**src/rtl/alarm_irq_pkg.sv**
```systemverilog
package alarm_irq_pkg;
  localparam int NUM_ALARMS = 4;
  localparam int REG_W      = 8;
  localparam int ADDR_W     = 8;
  // Alarm fields occupy the upper nibble; alarm index i maps to bit FIELD_LSB+i
  localparam int FIELD_LSB  = 4;
  localparam int REV_W      = 2;
  localparam int PLLB_BIT   = 7;
  localparam int PLLA_BIT   = 5;

  localparam logic [ADDR_W-1:0] A_STATUS = 8'h00;
  localparam logic [ADDR_W-1:0] A_LATCH  = 8'h01;
  localparam logic [ADDR_W-1:0] A_MASK   = 8'h02;
  localparam logic [ADDR_W-1:0] A_PLLRST = 8'h10;

  typedef enum logic [2:0] {
    SEL_NONE, SEL_STATUS, SEL_LATCH, SEL_MASK, SEL_PLLRST
  } reg_sel_e;
endpackage

```
**src/rtl/alarm_sync.sv**
```systemverilog
module alarm_sync #(
  parameter int N      = 4,
  parameter int STAGES = 2
) (
  input  logic         clk,
  input  logic         rst,
  input  logic [N-1:0] async_in,
  output logic [N-1:0] live,
  output logic [N-1:0] rise
);
  logic [N-1:0] prev_q;

  for (genvar i = 0; i < N; i++) begin : g_bit
    logic [STAGES-1:0] chain_q;
    always_ff @(posedge clk) begin
      if (rst) chain_q <= '0;
      else     chain_q <= {chain_q[STAGES-2:0], async_in[i]};
    end
    assign live[i] = chain_q[STAGES-1];
  end

  always_ff @(posedge clk) begin
    if (rst) prev_q <= '0;
    else     prev_q <= live;
  end

  assign rise = live & ~prev_q;

  assert_rise_single_R3: assert property (@(posedge clk) disable iff (rst)
    (rise != '0) |=> ((rise & $past(rise)) == '0));
endmodule

```
**src/rtl/alarm_latch_bank.sv**
```systemverilog
module alarm_latch_bank #(
  parameter int N = 4
) (
  input  logic         clk,
  input  logic         rst,
  input  logic [N-1:0] live,
  input  logic [N-1:0] rise,
  input  logic         clr_stb,
  input  logic [N-1:0] clr_keep,
  input  logic         mask_wr,
  input  logic [N-1:0] mask_wdata,
  output logic [N-1:0] latch_q,
  output logic [N-1:0] mask_q,
  output logic         irq_n
);
  for (genvar i = 0; i < N; i++) begin : g_latch
    logic drop;
    // clear only if written 0 and the condition has gone away
    assign drop = clr_stb & ~clr_keep[i] & ~live[i];
    always_ff @(posedge clk) begin
      if (rst)          latch_q[i] <= 1'b0;
      else if (rise[i]) latch_q[i] <= 1'b1;
      else if (drop)    latch_q[i] <= 1'b0;
    end

    assert_set_on_rise_R3: assert property (@(posedge clk) disable iff (rst)
      rise[i] |=> latch_q[i]);
    assert_hold_R4: assert property (@(posedge clk) disable iff (rst)
      (latch_q[i] && !clr_stb) |=> latch_q[i]);
    assert_keep_live_R5: assert property (@(posedge clk) disable iff (rst)
      (clr_stb && live[i]) |=> latch_q[i]);
    assert_keep_one_R4: assert property (@(posedge clk) disable iff (rst)
      (clr_stb && clr_keep[i] && latch_q[i]) |=> latch_q[i]);
  end

  always_ff @(posedge clk) begin
    if (rst)          mask_q <= '0;
    else if (mask_wr) mask_q <= mask_wdata;
  end

  always_ff @(posedge clk) begin
    if (rst) irq_n <= 1'b1;
    else     irq_n <= ~|(latch_q & ~mask_q);
  end

  assert_irq_level_R7: assert property (@(posedge clk) disable iff (rst)
    ((latch_q & ~mask_q) != '0) |=> !irq_n);
  assert_irq_quiet_R7: assert property (@(posedge clk) disable iff (rst)
    ((latch_q & ~mask_q) == '0) |=> irq_n);
endmodule

```
**src/rtl/alarm_reg_port.sv**
```systemverilog
module alarm_reg_port
  import alarm_irq_pkg::*;
#(
  parameter logic [REV_W-1:0] REV_ID = '0
) (
  input  logic                  clk,
  input  logic                  rst,
  input  logic [ADDR_W-1:0]     addr,
  input  logic                  wr_en,
  input  logic [REG_W-1:0]      wr_data,
  input  logic                  rd_en,
  input  logic [NUM_ALARMS-1:0] live,
  input  logic [NUM_ALARMS-1:0] latch_q,
  input  logic [NUM_ALARMS-1:0] mask_q,
  output logic [REG_W-1:0]      rd_data,
  output logic                  clr_stb,
  output logic                  mask_wr,
  output logic [NUM_ALARMS-1:0] field_wdata,
  output logic                  pll_a_rst,
  output logic                  pll_b_rst
);
  localparam int PAD_W = FIELD_LSB - REV_W;

  reg_sel_e sel;
  logic [REG_W-1:0] rd_next;
  logic rst_hit;

  always_comb begin
    unique case (addr)
      A_STATUS: sel = SEL_STATUS;
      A_LATCH:  sel = SEL_LATCH;
      A_MASK:   sel = SEL_MASK;
      A_PLLRST: sel = SEL_PLLRST;
      default:  sel = SEL_NONE;
    endcase
  end

  assign field_wdata = wr_data[FIELD_LSB +: NUM_ALARMS];
  assign clr_stb     = wr_en && (sel == SEL_LATCH);
  assign mask_wr     = wr_en && (sel == SEL_MASK);
  assign rst_hit     = wr_en && (sel == SEL_PLLRST);

  always_comb begin
    case (sel)
      SEL_STATUS: rd_next = {live,    {PAD_W{1'b0}}, REV_ID};
      SEL_LATCH:  rd_next = {latch_q, {FIELD_LSB{1'b0}}};
      SEL_MASK:   rd_next = {mask_q,  {FIELD_LSB{1'b0}}};
      default:    rd_next = '0; // reset control self-clears, unmapped reads 0
    endcase
  end

  always_ff @(posedge clk) begin
    if (rst)        rd_data <= '0;
    else if (rd_en) rd_data <= rd_next;
  end

  always_ff @(posedge clk) begin
    if (rst) begin
      pll_a_rst <= 1'b0;
      pll_b_rst <= 1'b0;
    end else begin
      pll_a_rst <= rst_hit & wr_data[PLLA_BIT];
      pll_b_rst <= rst_hit & wr_data[PLLB_BIT];
    end
  end

  assert_pulse_a_R8: assert property (@(posedge clk) disable iff (rst)
    (pll_a_rst && !(rst_hit && wr_data[PLLA_BIT])) |=> !pll_a_rst);
  assert_pulse_b_R8: assert property (@(posedge clk) disable iff (rst)
    (pll_b_rst && !(rst_hit && wr_data[PLLB_BIT])) |=> !pll_b_rst);
  assert_fire_b_R8: assert property (@(posedge clk) disable iff (rst)
    (rst_hit && wr_data[PLLB_BIT]) |=> pll_b_rst);
  assert_rd_hold_R9: assert property (@(posedge clk) disable iff (rst)
    !rd_en |=> $stable(rd_data));
  assert_rst_reads_zero_R8: assert property (@(posedge clk) disable iff (rst)
    (rd_en && sel == SEL_PLLRST) |=> (rd_data == '0));
endmodule

```
**src/rtl/alarm_irq_ctrl.sv**
```systemverilog
module alarm_irq_ctrl
  import alarm_irq_pkg::*;
#(
  parameter int                SYNC_STAGES = 2,
  parameter logic [REV_W-1:0]  REV_ID      = '0
) (
  input  logic                  clk,
  input  logic                  rst,
  input  logic [NUM_ALARMS-1:0] alarm_in,
  input  logic [ADDR_W-1:0]     addr,
  input  logic                  wr_en,
  input  logic [REG_W-1:0]      wr_data,
  input  logic                  rd_en,
  output logic [REG_W-1:0]      rd_data,
  output logic                  irq_n,
  output logic                  pll_a_rst,
  output logic                  pll_b_rst
);
  logic [NUM_ALARMS-1:0] live, rise, latch_q, mask_q, field_wdata;
  logic clr_stb, mask_wr;

  alarm_sync #(.N(NUM_ALARMS), .STAGES(SYNC_STAGES)) u_sync (
    .clk(clk), .rst(rst), .async_in(alarm_in), .live(live), .rise(rise)
  );

  alarm_latch_bank #(.N(NUM_ALARMS)) u_bank (
    .clk(clk), .rst(rst), .live(live), .rise(rise),
    .clr_stb(clr_stb), .clr_keep(field_wdata),
    .mask_wr(mask_wr), .mask_wdata(field_wdata),
    .latch_q(latch_q), .mask_q(mask_q), .irq_n(irq_n)
  );

  alarm_reg_port #(.REV_ID(REV_ID)) u_port (
    .clk(clk), .rst(rst), .addr(addr), .wr_en(wr_en), .wr_data(wr_data),
    .rd_en(rd_en), .live(live), .latch_q(latch_q), .mask_q(mask_q),
    .rd_data(rd_data), .clr_stb(clr_stb), .mask_wr(mask_wr),
    .field_wdata(field_wdata), .pll_a_rst(pll_a_rst), .pll_b_rst(pll_b_rst)
  );

  assert_reset_irq_R1: assert property (@(posedge clk)
    rst |=> (irq_n && !pll_a_rst && !pll_b_rst && rd_data == '0));
endmodule

```
**config.mk**
```make
export PLATFORM = sky130hd
export DESIGN_NAME = alarm_irq_ctrl
export DESIGN_NICKNAME = d
export VERILOG_FILES = /design/src/rtl/alarm_irq_pkg.sv /design/src/rtl/alarm_sync.sv /design/src/rtl/alarm_latch_bank.sv /design/src/rtl/alarm_reg_port.sv /design/src/rtl/alarm_irq_ctrl.sv
export SDC_FILE = /design/constraint.sdc
export NUM_CORES = 1
export LEC_CHECK = 0
export CORE_MARGIN = 2
export CORE_UTILIZATION = 47
export CTS_BUF_LIST = sky130_fd_sc_hd__clkbuf_8
export DETAILED_ROUTE_END_ITERATION = 8
export PLACE_DENSITY = 0.83
export SYNTH_ARGS = -nofsm -noshare
export SYNTH_HDL_FRONTEND = slang
export SYNTH_SLANG_ARGS = --single-unit
```
**constraint.sdc**
```tcl
create_clock -name clk -period 1.5 [get_ports clk]
set_input_delay 0.3 -clock clk [delete_from_list [all_inputs] [get_ports clk]]
set_output_delay 0.3 -clock clk [all_outputs]
set_load 0.01 [all_outputs]
```
==> flow_metrics.tcl <==
set metrics [dict create \
    status "complete, no violations" \
    synth_area_leaders "dfxtp_1 (48%), nor2b_1 (7.2%), mux2i_1 (7.1%)" \
    final_cell_area_um2 1448 \
    io-pin-count 35 \
    path_clk_slew_ns 0.08 \
    clock_latency_ns 0.27 \
    ctsHoldBuffers 0 \
    drc 0 \
    layout-drive-gt1-share 0.08824 \
    yosys-top-cells-count "dfxtp_1 (27), nor2b_1 (13), mux2i_1 (8), or2b_1 (8), nor2_1 (7)" \
    cts_resized 0 \
    rows 17 \
    setup_viol 0 \
    die_area_um2 2795 \
    synth_top_area_frac 0.4816 \
    area_delta_synth_final_pct 28.99 \
    rsz0062_at_grt "no" \
    yosys_warnings 0 \
    p_comb_frac 0.119 \
    drt_iter0_markers 15 \
    htreeDepth 1 \
    min_path_type "reg2reg" \
    path_cells "clkdlybuf4s50_1" \
    post_drt_wl_per_cell_um 13.43 \
    grt_overflow 0 \
    portBuffers 26 \
    maxCapViolCount 0 \
    cp_max_fo 2 \
    seq_area_frac_synth 0.4816 \
    routed_via_density 5.134 \
    path_buf_inv 1 \
    crit_required_ns 1.20 \
    antenna_found_initial 0 \
    ys_types 24 \
    cpPeakStageDelay_ns 0.53 \
    cts_buffers 3 \
    placed_area_um2 1399 \
    wirelength_mm 2.203 \
    start_kind "flip-flop" \
    final_cells 164 \
    criticalPathCategory "reg2out" \
    numClockSinks 27 \
    leakage_uw 0.0005569 \
    intPower_uw 1010 \
    period_share 0.9641 \
    cts_buffer_depth 2 \
    synth_edf_count 0 \
    start_util 0.5025 \
    hold_violations 0 \
    avgSynthCellArea_um2 10.49 \
    dp.cells 160 \
    vias 842 \
    antennaDiodeCount 0 \
    die_x_um 52.87 \
    ir_drop_mv 0.7451 \
    slew_violations 0 \
    final_nets 161 \
    synth_ff_type "dfxtp_1" \
    synthArstFlopShare 0 \
    synth.most_common_cell "dfxtp_1" \
    tritoncts "built" \
    die_y_um 52.87 \
    ant_nets 0 \
    p_clk_frac 0.305 \
    worst-endpoint-arrival_ns 1.15 \
    power_switching_uw 284.5 \
    fin_crit_ns 1.446 \
    clock.fmax_ghz 0.6915 \
    core_region_area_um2 2233 \
    fin_tns_setup_ns 0 \
    synth_top_area_cell "dfxtp_1" \
    cts_setup_buffers 0 \
    crit_path_end_kind "primary output" \
    place_hpwl_mm 1.596 \
    swShare 0.2198 \
    grt_first_pass_wirelength_mm 3.505 \
    finClkSkew_ns 0.001378 \
    syn_inst 107 \
    cts_root_buf "clkbuf_8" \
    ys_seq_elements 27 \
    syn_area_um2 1122 \
    grt_max_degree 26 \
    power_per_cell_area_nw_per_um2 893.9 \
    track_usage 0.1729 \
    cpMaxStageDelayCell "clkdlybuf4s50_1" \
    crit_family "buffers and inverters" \
    first_global_vias 826 \
    gp_congestion 0.7411 \
    p_seq_frac 0.576 \
    firstDrtPassIters 4 \
    whs_ns 0.4417 \
]
==> cells in the final DEF (no fill, tap or decap), types with 2 or more instances in the layout <==
master / count
dfxtp_1: 27
clkdlybuf4s50_1: 26
nor2b_1: 13
or2b_1: 8
mux2i_1: 8
nor2_1: 7
inv_1: 5
buf_4: 5
o2bb2ai_1: 4
a22o_1: 4
nand2b_1: 4
a221oi_1: 4
conb_1: 4
clkbuf_8: 3
o22ai_1: 2
and4_1: 2
and2_1: 2
==> worst paths after layout <==
kind / slack [ns] / end / cells past startpoint / from
max: 0.05 / rd_data[6] / 1 / u_port.rd_data[6]
max reg2reg: 0.59 / u_port.rd_data[6] / 3 / u_sync.g_bit[2].chain_q[1]
min reg2reg: 0.44 / u_sync.g_bit[0].chain_q[1] / 1 / u_sync.g_bit[0].chain_q[0]
min: 0.44 / u_sync.g_bit[0].chain_q[1] / 1 / u_sync.g_bit[0].chain_q[0]
==> sequential cells by signal, indices dropped and copies added, names as in the netlist <==
signal / flops
u_bank.mask_q: 4
u_bank.irq_n: 1
u_port.rd_data: 4
u_bank.latch_q: 4
u_sync.prev_q: 4
u_sync.g_bit.chain_q: 8
u_port.pll_a_rst: 1
u_port.pll_b_rst: 1
==> per-layer routing <==
| metal | GRT usage | vias to the layer above | share of wire |
|---|---|---|---|
| li1 | - | 421 | - |
| met1 | 0.1958 | 383 | 0.42 |
| met2 | 0.3000 | 33 | 0.50 |
| met3 | 0.04237 | 5 | 0.067 |
| met4 | 0.08547 | 0 | 0.016 |
| met5 | 0 | - | 0 |
==> area by class of cell <==
class | count | area, µm²
clock buffers | 3 | 41.29
clock inverters | 1 | 3.754
inverters | 4 | 15.01
multi-input cells | 70 | 514.2
fillers | 185 | 785.8
flip-flops and latches | 27 | 540.5
well taps | 28 | 35.03
repair buffers | 31 | 297.8
==> metrics by stage <==
stage / utilization / worst slack (ns) / power (µW)
2_1_floorplan: - / 0.3807 / 839.5
3_3_place_gp: 0.6263 / -0.2165 / 909.4
3_5_place_dp: 0.6263 / -0.2596 / 914.7
4_1_cts: 0.6465 / 0.01682 / 1298
5_1_grt: 0.6482 / 0.006443 / 1351
6_report: 0.6482 / 0.05391 / 1294
==> power groups by stage <==
stage               registers, µW  clock network [µW]  logic [µW]
floorplan                     762                   0        77.0
global placement              762                   0         147
detailed placement            763                   0         152
CTS                           746                 398         154
global route                  749                 434         168
finish                        746                 394         154
==> logic make-up (layout without fill, tap and decap cells) <==
| kind of cell | count (synthesis) | after routing | synth area share |
|---|---|---|---|
| AOI/OAI and AO/OA | 15 | 15 | 0.1115 |
| buffers and inverters | 13 | 39 | 0.07358 |
| DFF | 27 | 27 | 0.4816 |
| muxes | 8 | 8 | 0.07135 |
| other | 1 | 4 | 0.003341 |
| and+or+nand+nor | 43 | 43 | 0.2586 |
(Power assumes the default switching activity.)
